File: config.mk
export PLATFORM = sky130hd
export DESIGN_NAME = fb_fill_engine
export DESIGN_NICKNAME = d
export VERILOG_FILES = /design/src/rtl/fb_fill_engine.sv
export SDC_FILE = /design/constraint.sdc
export NUM_CORES = 1
export LEC_CHECK = 0
export CAP_MARGIN = 25
export CORE_ASPECT_RATIO = 0.7
export CORE_MARGIN = 10
export CORE_UTILIZATION = 42
export DETAILED_ROUTE_END_ITERATION = 10
export PLACE_DENSITY_LB_ADDON = 0.25
export REMOVE_ABC_BUFFERS = 1
export SLEW_MARGIN = 5
export SYNTH_ARGS = -nofsm -noshare
export SYNTH_HDL_FRONTEND = slang
export SYNTH_SLANG_ARGS = --single-unit
File: constraint.sdc
create_clock -name clk -period 1.65 [get_ports clk]
set_input_delay 0.33 -clock clk [delete_from_list [all_inputs] [get_ports clk]]
set_output_delay 0.33 -clock clk [all_outputs]
set_load 0.005 [all_outputs]
File: src/rtl/fb_fill_engine.sv
module fb_fill_engine #(
  parameter int AW     = 16,
  parameter int DW     = 16,
  parameter int LW     = 8,
  parameter int WRAP_W = 8
) (
  input  logic          clk,
  input  logic          rst_n,
  input  logic          reg_wr,
  input  logic [1:0]    reg_sel,
  input  logic [DW-1:0] reg_wdata,
  input  logic [1:0]    rd_sel,
  output logic [DW-1:0] rd_data,
  input  logic          frame_sel,
  output logic          busy,
  output logic          mem_we,
  output logic          mem_bank,
  output logic [AW-1:0] mem_addr,
  output logic [DW-1:0] mem_wdata
);
  localparam logic [1:0] SEL_LEN = 2'd0, SEL_START = 2'd1, SEL_DATA = 2'd2;

  logic [LW-1:0] len_q, left_q;
  logic [AW-1:0] start_q;
  logic [DW-1:0] data_q;
  logic          bank_q, busy_q;

  wire           accept  = reg_wr && !busy_q;
  wire [AW-1:0]  next_ad = {start_q[AW-1:WRAP_W], start_q[WRAP_W-1:0] + 1'b1};

  always_ff @(posedge clk) begin
    if (!rst_n) begin
      len_q   <= '0;
      left_q  <= '0;
      start_q <= '0;
      data_q  <= '0;
      bank_q  <= 1'b0;
      busy_q  <= 1'b0;
    end else if (busy_q) begin
      start_q <= next_ad;
      if (left_q == '0) busy_q <= 1'b0;
      else              left_q <= left_q - 1'b1;
    end else if (accept) begin
      case (reg_sel)
        SEL_LEN:   len_q   <= reg_wdata[LW-1:0];
        SEL_START: start_q <= reg_wdata[AW-1:0];
        SEL_DATA: begin
          data_q <= reg_wdata;
          left_q <= len_q;
          bank_q <= ~frame_sel;
          busy_q <= 1'b1;
        end
        default: ;
      endcase
    end
  end

  assign busy      = busy_q;
  assign mem_we    = busy_q;
  assign mem_bank  = bank_q;
  assign mem_addr  = start_q;
  assign mem_wdata = data_q;

  always_comb begin
    case (rd_sel)
      SEL_LEN:   rd_data = DW'(len_q);
      SEL_START: rd_data = DW'(start_q);
      SEL_DATA:  rd_data = data_q;
      default:   rd_data = '0;
    endcase
  end

  a_r2_trigger_starts: assert property (@(posedge clk) disable iff (!rst_n)
    (reg_wr && reg_sel == SEL_DATA && !busy) |=> (busy && mem_we));

  a_r6_bank_inverse: assert property (@(posedge clk) disable iff (!rst_n)
    (reg_wr && reg_sel == SEL_DATA && !busy) |=> (mem_bank == !$past(frame_sel)));

  a_r6_bank_held: assert property (@(posedge clk) disable iff (!rst_n)
    (busy && $past(busy)) |-> $stable(mem_bank));

  a_r4_addr_step: assert property (@(posedge clk) disable iff (!rst_n)
    (busy && $past(busy)) |->
      (mem_addr[AW-1:WRAP_W] == $past(mem_addr[AW-1:WRAP_W]) &&
       mem_addr[WRAP_W-1:0] == WRAP_W'($past(mem_addr[WRAP_W-1:0]) + 1'b1)));

  a_r10_data_held: assert property (@(posedge clk) disable iff (!rst_n)
    (busy && $past(busy)) |-> $stable(mem_wdata));

  a_r9_busy_ignores: assert property (@(posedge clk) disable iff (!rst_n)
    (busy && reg_wr) |=> ($stable(len_q) && $stable(data_q)));

  a_r7_start_no_write: assert property (@(posedge clk) disable iff (!rst_n)
    (!busy && reg_wr && reg_sel != SEL_DATA) |=> !mem_we);
endmodule

==> results of run 1 <==
-- routing by layer --
layer	GRT usage	vias up	share of wire
met1	0.244	1288	0.47
met4	0.0425	0	0.0056
met2	0.261	98	0.44
li1	-	1315	-
met5	0	-	0
met3	0.0539	7	0.088
-- final timing paths --
| path | end | cells after the start | startpoint | slack, ns |
|---|---|---|---|---|
| hold reg to reg | mem_wdata[0] | 2 | mem_wdata[0] | 0.48 |
| hold / removal | mem_wdata[0] | 2 | mem_wdata[0] | 0.48 |
| setup reg to reg | left_q[0] | 5 | left_q[0] | -0.02 |
| setup / recovery | left_q[0] | 5 | left_q[0] | -0.02 |
-- placed cells by master, fill, tap and decap left out, types with 3 or more instances in the layout --
cell type / netlist / final
a211oi_1: 3 / 3
a21oi_1: 48 / 46
a22o_1: 9 / 9
buf_2: 3 / 11
buf_4: 2 / 39
buf_6: 0 / 8
clkbuf_8: 0 / 5
clkdlybuf4s50_1: 0 / 49
dfxtp_1: 50 / 43
dfxtp_2: 0 / 6
dlygate4sd2_1: 0 / 7
dlymetal6s2s_1: 0 / 5
inv_1: 5 / 3
mux2i_1: 10 / 9
nand2_1: 84 / 81
nand3_1: 5 / 5
nor2_1: 11 / 11
o21a_1: 3 / 3
o21ai_0: 15 / 13
-- synthesized netlist by cell type, types with 3 or more instances --
cell type / instances
nand3_1: 5
inv_1: 5
clkbuf_1: 15
a21oi_1: 48
nor4_1: 3
nand2_1: 84
dfxtp_1: 50
nor2_1: 11
o21ai_0: 15
o21a_1: 3
mux2i_1: 10
a22o_1: 9
buf_2: 3
a211oi_1: 3
ha_1: 3
-- report_power, final --
part	internal, uW	switching, uW
clock	453	418
combinational	278	245
sequential	1250	35.6
total	1980	699
-- worst max-delay path, stage by stage (launching register included) --
cell and delay (ns):
dfxtp_2 0.33, inv_2 0.07, ha_4 0.14, or4b_4 0.51
o31a_1 0.28, a221oi_2 0.27
-- metrics by stage --
stage	hold slack [ns]	TNS (ns)	cell area [um^2]
2_1_floorplan	0.426	-2.18	2340
4_1_cts	0.484	-0.0461	3700
6_report	0.482	-0.0213	3740
3_3_place_gp	0.459	-14.27	3490
3_5_place_dp	0.466	-15.76	3490
5_1_grt	0.503	-0.208	3740
-- state kept, by name, summed over array words and instances (netlist names) --
name and flops:
busy 1, mem_wdata 16, mem_addr 16, left_q 8, mem_bank 1, len_q 8
-- kinds of logic after synthesis --
group / after synthesis / synth area share
and+or+nand+nor: 129 / 0.251
muxes: 10 / 0.0412
buffers and inverters: 26 / 0.0453
AOI/OAI and AO/OA: 92 / 0.235
adders and majority gates: 3 / 0.0154
DFF: 50 / 0.412
-- area by class of cell --
type | instances | area [um^2]
clock buffers | 6 | 72.6
clock inverters | 2 | 37.5
fillers | 500 | 1930
inverters | 5 | 18.8
multi-input cells | 234 | 1400
flip-flops and latches | 50 | 1010
well taps | 75 | 93.8
repair buffers | 123 | 1110
-- repair_timing --
item                                   4_1_cts  5_1_grt
cloned                                       1        0
resized for setup                           81       22
setup endpoints to repair                   23       22
pin swaps                                    2        4
endpoints found under the hold margin        0        0
buffers inserted                             6        1
==> flow_summary.toml, run 1 <==
[status]
outcome = "finished with violations"
violations = "negative setup slack"

[floorplanning]
fp.dieH_um = 83.7
io_pins = 75
core_um2 = 5670
initial_core_util = 0.429
die-area_um2 = 9280
die_x_um = 111
rows = 23

[final_layout]
instances_no_fill = 495
final_util = 0.660
antennaDiodeCount = 0
drive_gt1_frac = 0.238
nNetsFinal = 446
area_growth_pct = 54.0

[logic_synthesis]
synth_area_leaders = "dfxtp_1 41%, nand2_1 13%, a21oi_1 9.9%"
synth_top_area_frac = 0.412
synth_edf_count = 0
yosysWarningCount = 0
ys_seq_area_frac = 0.412
yosys.area.top_type = "dfxtp_1"
syn-cell-area_um2 = 2430
ys.flop_type = "dfxtp_1"
async_flop_share = 0
netlist_instances = 310
synth_cell_type_count = 48
synth_area_per_cell_um2 = 7.84
ys_ff_latch = 50

[clock_network]
clock_path_buffers = 2
cts_tree = "built"
clock_sinks = 50
numCtsBuffers = 5
hold_buffers = 0
ctsRootBufferMaster = "clkbuf_8"
htree_levels = 2
clk_latency_ns = 0.31
path_clk_slew_ns = 0.10

[placed_design]
placed_cells = 479
hpwlAfterDp_mm = 6.10
pre_cts_ws_ns = -0.779
io_buffer_count = 74
gp_congestion = 0.891

[timing]
min_period_ns = 1.67
fmax_mhz = 598
hold_viol_final = 0
rsz0062_at_grt = "yes"
skew_ns = 0.0123
worst_pin_slew_ns = 0.361
period_share = 1.01
setup_viol = 1
slew_headroom = 0.756
setup_slack_ns = -0.0213
slew_viol_final = 0

[drt]
first_pass_iters = 4
routed_wirelength_mm = 8.28
ant_nets = 0
routed-via-count = 2708
wire_per_inst_um = 16.7
drc = 0
via_per_inst = 5.47
drt_iter0_drc = 173

[critical_path]
crit_type = "flip-flop to flip-flop"
crit_required_ns = 1.86
end_kind = "flip-flop"
crit_path_start_kind = "flip-flop"
crit_fanout = 4
crit_arrival_ns = 1.88

[global_route]
grt_pass1_wl_mm = 13.7
antenna_found_initial = 0
grt_pass1_vias = 2574
grt_overflow = 0
grt_max_degree = 48
track_usage = 0.177

[pwr]
ir_worst_vdd_mv = 0.343
power_per_cell_area_nw_per_um2 = 716
cellLeakagePower_uw = 0.00154
p_total_uw = 2680

[hold_path]
hold_path.class = "flip-flop to flip-flop"

[flow_run]
maxCapViolCount = 0
Note: power is estimated with default switching activity, not from simulation.
==> run 2, diff against run 1 <==
Settings changed: PLACE_DENSITY set to 0.72, PLACE_DENSITY_LB_ADDON 0.25 to not set.
==> run 2 against run 1 <==
Highest routed layer unchanged; fmax decreased by 0.96%; clock power decreased by 2%; design area is 1.3% lower; first-iteration DRC count decreased by 18%; power decreased by 1.1%; the flow still finishes with violations (negative setup slack); flip-flop and latch count unchanged; sequential power about the same; combinational power down 3%; sequential share of layout area up 0.23 points.
==> flow_summary.toml, run 2 (synthesized netlist as in run 1, its figures left out) <==
[final_layout]
nFillCells = 494
antennaDiodeCount = 0
area_growth_pct = 51.9
final_common_cell = "nand2_1"
nNetsFinal = 444
drive_gt1_frac = 0.211
instances_no_fill = 493
layout_common_cells = "84 x nand2_1, 50 x clkdlybuf4s50_1, 47 x a21oi_1, 45 x dfxtp_1, 42 x buf_4"

[drt]
routed-via-count = 2659
routed_wirelength_mm = 8.13
wire_per_inst_um = 16.5
drt_iter0_drc = 141
via_per_inst = 5.39
first_pass_iters = 4
drc = 0
ant_nets = 0

[placed_design]
hpwlAfterDp_mm = 6.08
pre_cts_ws_ns = -0.562
gp_congestion = 0.893
io_buffer_count = 74
placed_cells = 479

[timing]
period_share = 1.02
setup_viol = 1
fin_tns_setup_ns = -0.0375
min_period_ns = 1.69
hold_slack_ns = 0.478
setup_slack_ns = -0.0375
fmax_mhz = 593
worst_pin_slew_ns = 0.302
slew_viol_final = 0
slew_headroom = 0.796
rsz0062_at_grt = "yes"
hold_viol_final = 0
skew_ns = 0.0118

[floorplanning]
rows = 23
core_um2 = 5670
die_x_um = 111
io_pins = 75
die-area_um2 = 9280
initial_core_util = 0.429
fp.dieH_um = 83.7

[hold_path]
hold_path.class = "flip-flop to flip-flop"

[critical_path]
crit_arrival_ns = 1.89
crit_fanout = 4
crit_required_ns = 1.85
crit_type = "flip-flop to flip-flop"
end_kind = "flip-flop"
crit_path_start_kind = "flip-flop"

[pwr]
cellLeakagePower_uw = 0.00152
power_per_cell_area_nw_per_um2 = 717
ir_worst_vdd_mv = 0.339

[clock_network]
clock_path_buffers = 2
hold_buffers = 0
ctsRootBufferMaster = "clkbuf_8"
path_clk_slew_ns = 0.09
numCtsBuffers = 5
clk_latency_ns = 0.30
clock_sinks = 50
cts_tree = "built"
htree_levels = 2

[global_route]
track_usage = 0.169
grt_pass1_vias = 2585
grt_overflow = 0
antenna_found_initial = 0
grt_max_degree = 35
grt_pass1_wl_mm = 13.3

[status]
outcome = "finished with violations"
violations = "negative setup slack"

[flow_run]
maxCapViolCount = 0
==> run 2: cell count changes in the layout (fill, tap and decap cells not counted), sizes merged <==
cell           delta
buf               -7
dlygate4sd2       +3
clkbuf            +2
clkdlybuf4s15     +1
clkdlybuf4s50     +1
clkinvlp          -1
dlymetal6s2s      -1
==> run 2: cell type report <==
class	instances	area [um^2]	share of cell area
timing repair buffer	121	1080	0.293
sequential	50	1010	0.273
clock buffer	7	76.3	0.0207
tap	75	93.8	0.0254
inverter	5	18.8	0.00508
clock inverter	1	30.0	0.00813
multi-input combinational	234	1380	0.375
==> run 2: final timing paths <==
| path | start | cells past startpoint | to | slack [ns] |
|---|---|---|---|---|
| worst max-delay path | left_q[0] | 5 | left_q[0] | -0.04 |
| worst max register to register | left_q[0] | 5 | left_q[0] | -0.04 |
| worst min register to register | mem_wdata[4] | 2 | mem_wdata[4] | 0.48 |
| worst min-delay path | mem_wdata[4] | 2 | mem_wdata[4] | 0.48 |
==> run 2: power by group <==
group | total [uW] | internal (uW) | switching (uW)
clock | 856 | 454 | 402
combinational | 509 | 268 | 241
sequential | 1280 | 1250 | 33.3
total | 2650 | 1970 | 676
==> run 2: through the flow <==
stage	cell area [um^2]	total power (uW)	util
2_1_floorplan	2340	1490	-
3_3_place_gp	3490	1790	0.616
3_5_place_dp	3490	1790	0.616
4_1_cts	3660	2650	0.645
5_1_grt	3690	2760	0.652
6_report	3690	2650	0.652
==> run 2: metal layers <==
metal | GRT usage | up-vias | part of all wire
met5 | 0 | - | 0
met4 | 0.0366 | 0 | 0.0081
met3 | 0.0395 | 7 | 0.059
met2 | 0.265 | 74 | 0.45
met1 | 0.229 | 1270 | 0.49
li1 | - | 1308 | -
==> run 2: repair_timing <==
action,4_1_cts,5_1_grt
gates cloned,1,0
gates resized for setup,58,20
setup buffers,6,0
endpoints found under the setup margin,26,21
pin swaps,3,5
==> run 2: worst max-delay path, stage by stage (launching register included) <==
cell and delay, ns:
dfxtp_2 0.33, inv_2 0.07, ha_4 0.14, or4b_4 0.52
o31a_1 0.27, a221oi_2 0.27
==> run 3, diff against run 2 <==
Settings changed: SKIP_LAST_GASP set to 1.
==> run 3 against run 2 <==
The flow still finishes with violations (negative setup slack); global-route usage unchanged; power is essentially flat; clock skew decreased by 0.00055 ns; hold slack about the same; critical endpoint unchanged; critical path type unchanged; highest routed layer unchanged; clock-buffer cell count is the same; non-clock buffer count unchanged; worst setup slack worse by 0.0021 ns.
==> flow_summary.toml, run 3 (synthesized netlist as in run 1, its figures left out) <==
[status]
outcome = "finished with violations"
violations = "negative setup slack"

[clock_network]
hold_buffers = 0
path_clk_slew_ns = 0.09
cts_tree = "built"
clock_sinks = 50
clock_path_buffers = 2
numCtsBuffers = 5
ctsRootBufferMaster = "clkbuf_8"
clk_latency_ns = 0.30
htree_levels = 2

[drt]
wire_per_inst_um = 16.4
ant_nets = 0
routed_wirelength_mm = 8.08
drc = 0
routed-via-count = 2671
first_pass_iters = 4
via_per_inst = 5.42
drt_iter0_drc = 162

[critical_path]
crit_path_max_incr_delay_ns = 0.52
r2r_end = "left_q[0]"
crit_chain = "inv_2 > ha_4 > or4b_4 > o31a_1 > a221oi_2"
path_delay_family = "compound AO/OA/AOI/OAI gates"
reg2reg_depth = 5
crit_arrival_ns = 1.89
crit_type = "flip-flop to flip-flop"
crit_path_start_kind = "flip-flop"
reg2reg_from = "left_q[0]"
end_kind = "flip-flop"
worst-path-buf-inv = 1
crit_fanout = 4
reg2reg_setup_slack_ns = -0.04
slowest_stage = "or4b_4"
crit_required_ns = 1.85

[hold_path]
hold_path.class = "flip-flop to flip-flop"
hold_path.startpoint = "mem_wdata[10]"
min_path_cells = 2
holdPathEnd = "mem_wdata[10]"

[floorplanning]
fp.dieH_um = 83.7
die-area_um2 = 9280
rows = 23
initial_core_util = 0.429
die_x_um = 111
io_pins = 75
core_um2 = 5670

[timing]
slew_headroom = 0.783
rsz0062_at_grt = "yes"
fmax_mhz = 592
setup_slack_ns = -0.0396
setup_viol = 1
slew_viol_final = 0
period_share = 1.02
min_period_ns = 1.69
worst_pin_slew_ns = 0.325
hold_slack_ns = 0.478
hold_viol_final = 0
skew_ns = 0.0113

[global_route]
antenna_found_initial = 0
grt_pass1_wl_mm = 13.3
grt_overflow = 0
track_usage = 0.169
grt_max_degree = 35
grt_pass1_vias = 2585

[final_layout]
area_growth_pct = 51.6
drive_gt1_frac = 0.211
fin_area_um2 = 3680
final_common_cell = "nand2_1"
layout_common_cells = "84 x nand2_1, 50 x clkdlybuf4s50_1, 47 x a21oi_1, 45 x dfxtp_1, 42 x buf_4"
antennaDiodeCount = 0
nNetsFinal = 444

[placed_design]
place_area_um2 = 3490
hpwlAfterDp_mm = 6.08
gp_congestion = 0.893
io_buffer_count = 74

[pwr]
cellLeakagePower_uw = 0.00152
power_per_cell_area_nw_per_um2 = 719
ir_worst_vdd_mv = 0.344

[flow_run]
maxCapViolCount = 0
==> run 3: cell counts in the layout (fill, tap and decap cells not counted) <==
No cell type changed its count.
==> run 3: how the worst max path moves through the flow <==
stage | from | to | slack, ns | cells after the start
CTS | left_q[1] | left_q[0] | -0.07 | 5
finish | left_q[0] | left_q[0] | -0.04 | 5
global route | left_q[0] | left_q[0] | -0.1 | 5
detailed placement | rd_sel[1] | rd_data[9] | -0.56 | 6
global placement | rd_sel[1] | rd_data[8] | -0.54 | 6
floorplan | busy | left_q[0] | -0.31 | 4
==> run 3: final cells by class <==
| class | count | area, um^2 |
|---|---|---|
| multi-input cells | 234 | 1380 |
| repair buffers | 121 | 1080 |
| inverters | 5 | 18.8 |
| clock inverters | 1 | 30.0 |
| clock buffers | 7 | 76.3 |
| flip-flops and latches | 50 | 1010 |
| fillers | 490 | 1980 |
| well taps | 75 | 93.8 |
==> run 3: timing repair <==
action / in CTS / in global routing
pin swaps: 3 / 5
hold endpoints to repair: 0 / 0
setup endpoints to repair: 26 / 21
setup buffers: 6 / 0
gates resized for setup: 58 / 19
cloned: 1 / 0
==> run 3: stage by stage <==
step | utilization | power, uW | worst slack (ns) | std cells | setup TNS (ns)
2_1_floorplan | - | 1490 | -0.312 | 289 | -2.18
3_3_place_gp | 0.616 | 1790 | -0.542 | 479 | -12.72
3_5_place_dp | 0.616 | 1790 | -0.562 | 479 | -13.80
4_1_cts | 0.645 | 2650 | -0.0655 | 494 | -0.136
5_1_grt | 0.650 | 2760 | -0.0964 | 493 | -0.321
6_report | 0.650 | 2650 | -0.0396 | 493 | -0.0396
==> run 3: report_power, final <==
group	switching (uW)	internal (uW)
Sequential	32.7	1250
Clock	405	455
Combinational	239	268
==> run 3: layer usage <==
layer  global-route usage  share of wire
met1                0.229           0.48
met2                0.265           0.45
met3               0.0395          0.063
met4               0.0366         0.0076
met5                    0              0
==> run 3: worst min-delay path, cell delays in order, from the launching register on <==
cell and delay [ns]:
dfxtp_1 0.33, nand2_1 0.05, a21oi_1 0.05
